==> config.mk <==
export PLATFORM = sky130hd
export DESIGN_NAME = rd_order_router
export DESIGN_NICKNAME = d
export VERILOG_FILES = /design/src/rtl/rr_pkg.sv /design/src/rtl/rr_order_ctrl.sv /design/src/rtl/rr_resp_path.sv /design/src/rtl/rd_order_router.sv
export SDC_FILE = /design/constraint.sdc
export NUM_CORES = 1
export LEC_CHECK = 0
export BUFFER_PORTS_ARGS = -buffer_cell sky130_fd_sc_hd__clkbuf_2
export CORE_AREA = 2 2 118 120
export DETAILED_ROUTE_END_ITERATION = 16
export DIE_AREA = 0 0 120 122
export PLACE_DENSITY_LB_ADDON = 0.08
export SKIP_LAST_GASP = 1
export SYNTH_ARGS = -nofsm -noshare
export SYNTH_HDL_FRONTEND = slang
export SYNTH_SLANG_ARGS = --single-unit
export TNS_END_PERCENT = 20
==> constraint.sdc <==
create_clock -name clk -period 4.1 [get_ports clk]
set_input_delay 0 -clock clk [delete_from_list [all_inputs] [get_ports clk]]
set_output_delay 0 -clock clk [all_outputs]
set_load 0.005 [all_outputs]
==> src/rtl/rr_pkg.sv <==
package rr_pkg;
  // Steering word sent from order control to the response datapath.
  typedef struct packed {
    logic       grant;  // at least one read outstanding
    logic [7:0] head;   // slave index owning the oldest read
  } rrSteer_t;
endpackage

==> src/rtl/rr_order_ctrl.sv <==
module rr_order_ctrl #(
  parameter int N_SLV = 4,
  parameter int DEPTH = 8,
  localparam int SEL_W = $clog2(N_SLV)
) (
  input  logic             clk,
  input  logic             rstN,
  input  logic             mArValid,
  input  logic [SEL_W-1:0] arSel,
  input  logic [N_SLV-1:0] sArReady,
  output logic             mArReady,
  output logic [N_SLV-1:0] sArValid,
  input  logic             rValid,
  input  logic             rReady,
  input  logic             rLast,
  output rr_pkg::rrSteer_t steer
);
  localparam int PTR_W = $clog2(DEPTH);
  localparam logic [PTR_W:0] FULL_CNT = (PTR_W+1)'(DEPTH);

  logic [SEL_W-1:0] slot [DEPTH];
  logic [PTR_W-1:0] wrPtr, rdPtr;
  logic [PTR_W:0]   count;
  logic full, push, pop;

  assign full = (count == FULL_CNT);

  always_comb begin
    sArValid = '0;
    if (mArValid && !full) sArValid[arSel] = 1'b1;
  end

  assign mArReady = !full && sArReady[arSel];
  assign push     = mArValid && mArReady;
  assign pop      = rValid && rReady && rLast && (count != '0);

  always_ff @(posedge clk) begin
    if (push) slot[wrPtr] <= arSel;
  end

  always_ff @(posedge clk) begin
    if (!rstN) begin
      wrPtr <= '0;
      rdPtr <= '0;
      count <= '0;
    end else begin
      if (push) wrPtr <= wrPtr + 1'b1;
      if (pop)  rdPtr <= rdPtr + 1'b1;
      if (push && !pop)      count <= count + 1'b1;
      else if (pop && !push) count <= count - 1'b1;
    end
  end

  assign steer.grant = (count != '0);
  assign steer.head  = 8'(slot[rdPtr]);

  p_no_overflow_r3: assert property (@(posedge clk) disable iff (!rstN)
    count <= FULL_CNT);
  p_full_blocks_r3: assert property (@(posedge clk) disable iff (!rstN)
    full |-> (sArValid == '0));
  p_steady_occ_r8: assert property (@(posedge clk) disable iff (!rstN)
    (push && pop) |=> $stable(count));
  p_hold_head_r7: assert property (@(posedge clk) disable iff (!rstN)
    (rValid && rReady && !rLast) |=> $stable(rdPtr));
  p_one_target_r1: assert property (@(posedge clk) disable iff (!rstN)
    $onehot0(sArValid));
endmodule

==> src/rtl/rr_resp_path.sv <==
module rr_resp_path #(
  parameter int N_SLV  = 4,
  parameter int DATA_W = 32,
  parameter int ID_W   = 4
) (
  input  logic                    clk,
  input  logic                    rstN,
  input  rr_pkg::rrSteer_t        steer,
  input  logic                    mRReady,
  output logic                    mRValid,
  output logic [DATA_W-1:0]       mRData,
  output logic [ID_W-1:0]         mRId,
  output logic [1:0]              mRResp,
  output logic                    mRLast,
  input  logic [N_SLV-1:0]        sRValid,
  output logic [N_SLV-1:0]        sRReady,
  input  logic [N_SLV*DATA_W-1:0] sRData,
  input  logic [N_SLV*ID_W-1:0]   sRId,
  input  logic [N_SLV*2-1:0]      sRResp,
  input  logic [N_SLV-1:0]        sRLast
);
  logic [N_SLV-1:0] hit;

  for (genvar i = 0; i < N_SLV; i++) begin : g_hit
    assign hit[i]     = steer.grant && (steer.head == 8'(i));
    assign sRReady[i] = hit[i] && mRReady;
  end

  always_comb begin
    mRValid = 1'b0;
    mRData  = '0;
    mRId    = '0;
    mRResp  = '0;
    mRLast  = 1'b0;
    for (int i = 0; i < N_SLV; i++) begin
      if (hit[i]) begin
        mRValid = sRValid[i];
        mRData  = sRData[i*DATA_W +: DATA_W];
        mRId    = sRId[i*ID_W +: ID_W];
        mRResp  = sRResp[i*2 +: 2];
        mRLast  = sRLast[i];
      end
    end
  end

  p_single_ready_r5: assert property (@(posedge clk) disable iff (!rstN)
    $onehot0(sRReady));
  p_idle_quiet_r6: assert property (@(posedge clk) disable iff (!rstN)
    !steer.grant |-> (!mRValid && sRReady == '0));
  p_ready_follows_r5: assert property (@(posedge clk) disable iff (!rstN)
    (sRReady != '0) |-> mRReady);
endmodule

==> src/rtl/rd_order_router.sv <==
module rd_order_router #(
  parameter int N_SLV  = 4,
  parameter int ADDR_W = 32,
  parameter int DATA_W = 32,
  parameter int ID_W   = 4,
  parameter int DEPTH  = 8
) (
  input  logic                    clk,
  input  logic                    rstN,
  input  logic                    mArValid,
  output logic                    mArReady,
  input  logic [ADDR_W-1:0]       mArAddr,
  input  logic [ID_W-1:0]         mArId,
  input  logic [7:0]              mArLen,
  output logic                    mRValid,
  input  logic                    mRReady,
  output logic [DATA_W-1:0]       mRData,
  output logic [ID_W-1:0]         mRId,
  output logic [1:0]              mRResp,
  output logic                    mRLast,
  output logic [N_SLV-1:0]        sArValid,
  input  logic [N_SLV-1:0]        sArReady,
  output logic [ADDR_W-1:0]       sArAddr,
  output logic [ID_W-1:0]         sArId,
  output logic [7:0]              sArLen,
  input  logic [N_SLV-1:0]        sRValid,
  output logic [N_SLV-1:0]        sRReady,
  input  logic [N_SLV*DATA_W-1:0] sRData,
  input  logic [N_SLV*ID_W-1:0]   sRId,
  input  logic [N_SLV*2-1:0]      sRResp,
  input  logic [N_SLV-1:0]        sRLast
);
  localparam int SEL_W = $clog2(N_SLV);

  rr_pkg::rrSteer_t steer;

  // request fields pass through untouched
  assign sArAddr = mArAddr;
  assign sArId   = mArId;
  assign sArLen  = mArLen;

  rr_order_ctrl #(.N_SLV(N_SLV), .DEPTH(DEPTH)) u_ctrl (
    .clk(clk), .rstN(rstN),
    .mArValid(mArValid), .arSel(mArAddr[ADDR_W-1 -: SEL_W]),
    .sArReady(sArReady), .mArReady(mArReady), .sArValid(sArValid),
    .rValid(mRValid), .rReady(mRReady), .rLast(mRLast),
    .steer(steer)
  );

  rr_resp_path #(.N_SLV(N_SLV), .DATA_W(DATA_W), .ID_W(ID_W)) u_path (
    .clk(clk), .rstN(rstN), .steer(steer), .mRReady(mRReady),
    .mRValid(mRValid), .mRData(mRData), .mRId(mRId), .mRResp(mRResp),
    .mRLast(mRLast), .sRValid(sRValid), .sRReady(sRReady),
    .sRData(sRData), .sRId(sRId), .sRResp(sRResp), .sRLast(sRLast)
  );
endmodule

== Word level (Yosys, flattened, before mapping) ==
Memories as Yosys holds them, arrays and structs flattened. A register that Yosys moved wholly into a read port is not among the register bits.
Cells that the tools add are included.
Word-level totals
  output and inout bits: 93
  bits in registers: 10
  memories: 1
  memory bits (writable): 16
Cells by class
  reductions and logical operators: 23
  equal/unequal tests: 4
  add/subtract/negate cells: 4
  multiplexer cells: 31
  $lt $le $gt $ge: 2
Memories
  u_ctrl.slot: depth 8, width 2, rd ports 1, clocked after memory_dff 1, wr ports 1, line rr_order_ctrl.sv:21  | logic [SEL_W-1:0] slot [DEPTH];
Operator list (count)
  $mux 32: 4
  $mux 4: 7
  $logic_and 1x1->1: 17
  $mux 1: 12
  $logic_not 8->1: 1
  $mux 2: 4
  $add 3x1->3 const B: 2
  $mux 3: 2
  $add 4x1->4 const B: 1
  $eq 2x2->1 const B: 2
  $eq 4x4->1 const B: 1
  $reduce_bool 4->1: 1
  $sub 4x1->4 const B: 1
  $logic_not 1->1: 3
  $lt 2x3->1 const B: 1
  $bmux 1 s2: 1
  $demux 1 s2: 1
  $eq 2x1->1 const B: 1
  $ge 2x1->1 const B: 1
  $reduce_bool 2->1: 1

== Depth between registers and ports, before layout ==
  depth in word-level cells: 12
  mapped depth: 16
  depth with buffers taken out: 14

== By module ==
A second synthesis with hierarchy kept.
Second synthesis, totals
  cell total of the unflattened synthesis: 263
  area, all modules: 3099.2 µm²
By module, submodules not included
  rr_order_ctrl: seq. area each 740.7 µm², times used 1, cells an instance 109, area each 1388.8 µm²
  rr_resp_path: seq. area each 0.0 µm², times used 1, cells an instance 110, area each 1380.1 µm²
  rd_order_router: seq. area each 0.0 µm², times used 1, cells an instance 44, area each 330.3 µm²

== Worst setup path before layout ==
No wires, ideal clock.
  path type: flip-flop to flip-flop
  from: register (tool-made name)
  to: register u_ctrl.count[3]
  setup time: 0.072 ns
  setup slack: 0.862 ns
  arrival: 3.165 ns
  clock period less this slack: 3.238 ns
  path buffers: 2
  stages on the path, launching flop included: 16
  cells stage by stage: dfxtp_1 > buf_6 > mux2i_1 > mux4_2 > buf_6 > or3b_4 > o22ai_1 > nand2_1 > ha_1 > inv_1 > ha_1 > a21o_1 > a21oi_1 > xnor2_1 > or3_1 > a21oi_1
RTL lines
  end signal, assigned: line rr_order_ctrl.sv:49  | if (push && !pop) count <= count + 1'b1;
  end signal, assigned: line rr_order_ctrl.sv:50  | else if (pop && !push) count <= count - 1'b1;
  end, declared: line rr_order_ctrl.sv:23  | logic [PTR_W:0] count;

==> results.cfg <==
[run_status]
status = finished clean

[logic_synthesis]
syn-cell-area_um2 = 2920
synth_fp_nets = 474
syn_avg_cell_area_um2 = 11.4
ys.warnings.count = 0
syn_inst = 256
synth_edf_count = 16
seq_area_frac_synth_pct = 25.4
synthTopCellsByArea = mux4_2, edfxtp_1, buf_4
synth_top_area_cell = mux4_2
async_reset_ff_share_pct = 0
synth_top_area_share_pct = 32.4
synthDistinctLibCells = 34
synth-seq-cells = 29
synthFlopType = edfxtp_1

[floorplanning]
dieArea_um2 = 14600
row_count = 43
die_x_um = 120
coreArea_um2 = 13500
ios = 305
start_util_pct = 21.6
die_y_um = 122

[critical_path]
cp_max_fo = 9
end_kind = flip-flop
criticalPathCategory = flip-flop to flip-flop
worst-r2r-setup-slack_ns = 0.40
crit_path_top_delay_cell = mux4_4
worst_ep_arrival_time_ns = 3.89
rr_worst_depth = 13
crit_required_ns = 4.29
path_cells = mux2i_1, mux4_4, or3b_4, o22ai_1, nand2_1, ha_1, inv_1, ha_1, a21o_1, a21oi_1, xnor2_1, or3_1, a21oi_1
worst_setup_path_start_kind = flip-flop
slowest_delay_ns = 0.75

[sta]
holdWs_ns = 0.00000171
post-route-min-period_ns = 3.70
slew_headroom_pct = 58.9
fin_worst_skew_ns = 0.00156
final-setup-viol-count = 0
drv_slew = 0
tightestPinTransition_ns = 0.611
rsz0062_at_grt = no
fmax_mhz = 270
fin_crit_sh_pct = 90.3
setup_tns_ns = 0
hold_viol = 0

[pwr]
combPwrFrac_pct = 51.6
switchingPower_uw = 517
intPower_mw = 1.02
powerDensity_nw_per_um2 = 381
peakVddDrop_mv = 0.234
p_leak_nw = 1.88
clockPowerShare_pct = 25.9
swShare_pct = 33.7
sequentialPowerShare_pct = 22.5

[clock_tree]
hold_buffers = 0
cts.sinks = 29
clk_latency_ns = 0.26
cts_buffer_depth = 2
htreeDepth = 2
clockRootBuffer = clkbuf_16
cts.clk_slew.worst_paths_ns = 0.05
cts_buffers = 5
cts_tree = built

[grt]
grt_pass1_wl_mm = 16.4
gr-usage-all-layers_pct = 15.0
grt_max_degree = 39
antenna_found_initial = 1
grt_pass1_vias = 2796
overflow = 0

[route]
top_layer = met5
num_vias = 2681
met2WireLength_mm = 5.21
dr.pass1.iters = 4
first_iter_violations = 119
wl_met1_mm = 5.15
wl_met3_um = 820
detail_route.wl_per_cell_um = 18.7
drt-vias-per-instance = 4.41
ant_nets = 0
drc = 0
routed_wl_mm = 11.3

[flow_run]
drv_cap = 0

[finish]
layout_commonest_cell = clkbuf_2
area_growth_pct = 38.2
layout_common_cells = clkbuf_2, mux4_2, and2_1, edfxtp_1, nor2_1
num_antenna_cells = 0
drive_above_1_share_pct = 64.0
fin_nets = 645

[worst_hold_path]
min_path_cells = 0
hold_path.class = input pin to output port

[place]
numPortBuffers = 220
gp_congestion = 0.850
hpwl_mm = 9.91
stage by stage:
stage	utilization (%)	power, mW	setup slack, ns	cells	area [µm²]
finish	29.8	1.53	0.399	608	4030
global placement	28.6	1.15	0.221	600	3860
global route	29.8	1.64	0.149	608	4030
floorplan	-	0.826	0.862	256	2920
CTS	29.8	1.56	0.185	608	4030
detailed placement	28.6	1.16	0.197	600	3860
path summary, 6_finish.rpt:
kind                                              startpoint                           end
worst max-delay path                               flip-flop  u_ctrl.count[3]$_SDFFE_PN0P_
worst min-delay path                             mArAddr[19]                   sArAddr[19]
worst max register to register                     flip-flop  u_ctrl.count[3]$_SDFFE_PN0P_
worst min register to register  u_ctrl.rdPtr[2]$_SDFFE_PN0P_                     flip-flop
kinds of logic after synthesis:
family,Yosys count,synth area share (%)
muxes,55,36.9
xor gates and xnor gates,4,1.20
and+or+nand+nor,83,16.0
DFF,29,25.4
AOI/OAI and AO/OA,16,3.26
buffers and inverters,63,14.4
adders and majority gates,6,2.83
what timing repair did:
item	in CTS	in global routing
resized for setup	0	1
endpoints found under the setup margin	0	1
setup buffers	0	0
power by group through the flow:
stage / Clock (mW) / Combinational [mW] / Sequential, mW
after floorplan: 0 / 0.483 / 0.343
after global placement: 0 / 0.802 / 0.351
after detailed placement: 0 / 0.808 / 0.351
after CTS: 0.406 / 0.810 / 0.346
after global routing: 0.418 / 0.874 / 0.348
final: 0.397 / 0.791 / 0.346
per-layer routing:
metal | vias to the layer above | GRT usage, %
met3 | 26 | 3.84
met2 | 125 | 24.4
met5 | - | 0
met1 | 1283 | 20.3
li1 | 1245 | -
met4 | 2 | 2.50
area by class of cell:
cell class	instances	area [µm²]
well taps	180	225
flip-flops and latches	29	742
clock inverters	2	33.8
fillers	1458	9480
repair buffers	224	1130
multi-input cells	164	1760
clock buffers	6	129
inverters	3	11.3
critical path: cells and delay by family (launching register included):
| kind | cells | cell delay [ns] |
|---|---|---|
| buf+inv | 1 | 0.12 |
| flops | 1 | 0.48 |
| fa+ha+maj | 2 | 0.47 |
| compound gates | 4 | 0.75 |
| xor+xnor | 1 | 0.09 |
| mux | 2 | 0.87 |
| simple gates | 3 | 0.86 |
Yosys cell counts (all sizes together), types with 2 or more instances:
master   n
nand2    7
edfxtp  16
nand3    3
o21ai    3
nor2    15
a21oi    7
or3      2
mux2i   13
clkbuf  11
nand2b   6
ha       5
buf     49
nor3     3
xor2     2
and2    39
inv      2
xnor2    2
mux4    42
nor2b    3
a21boi   2
dfxtp   13
(Power assumes the default switching activity.)
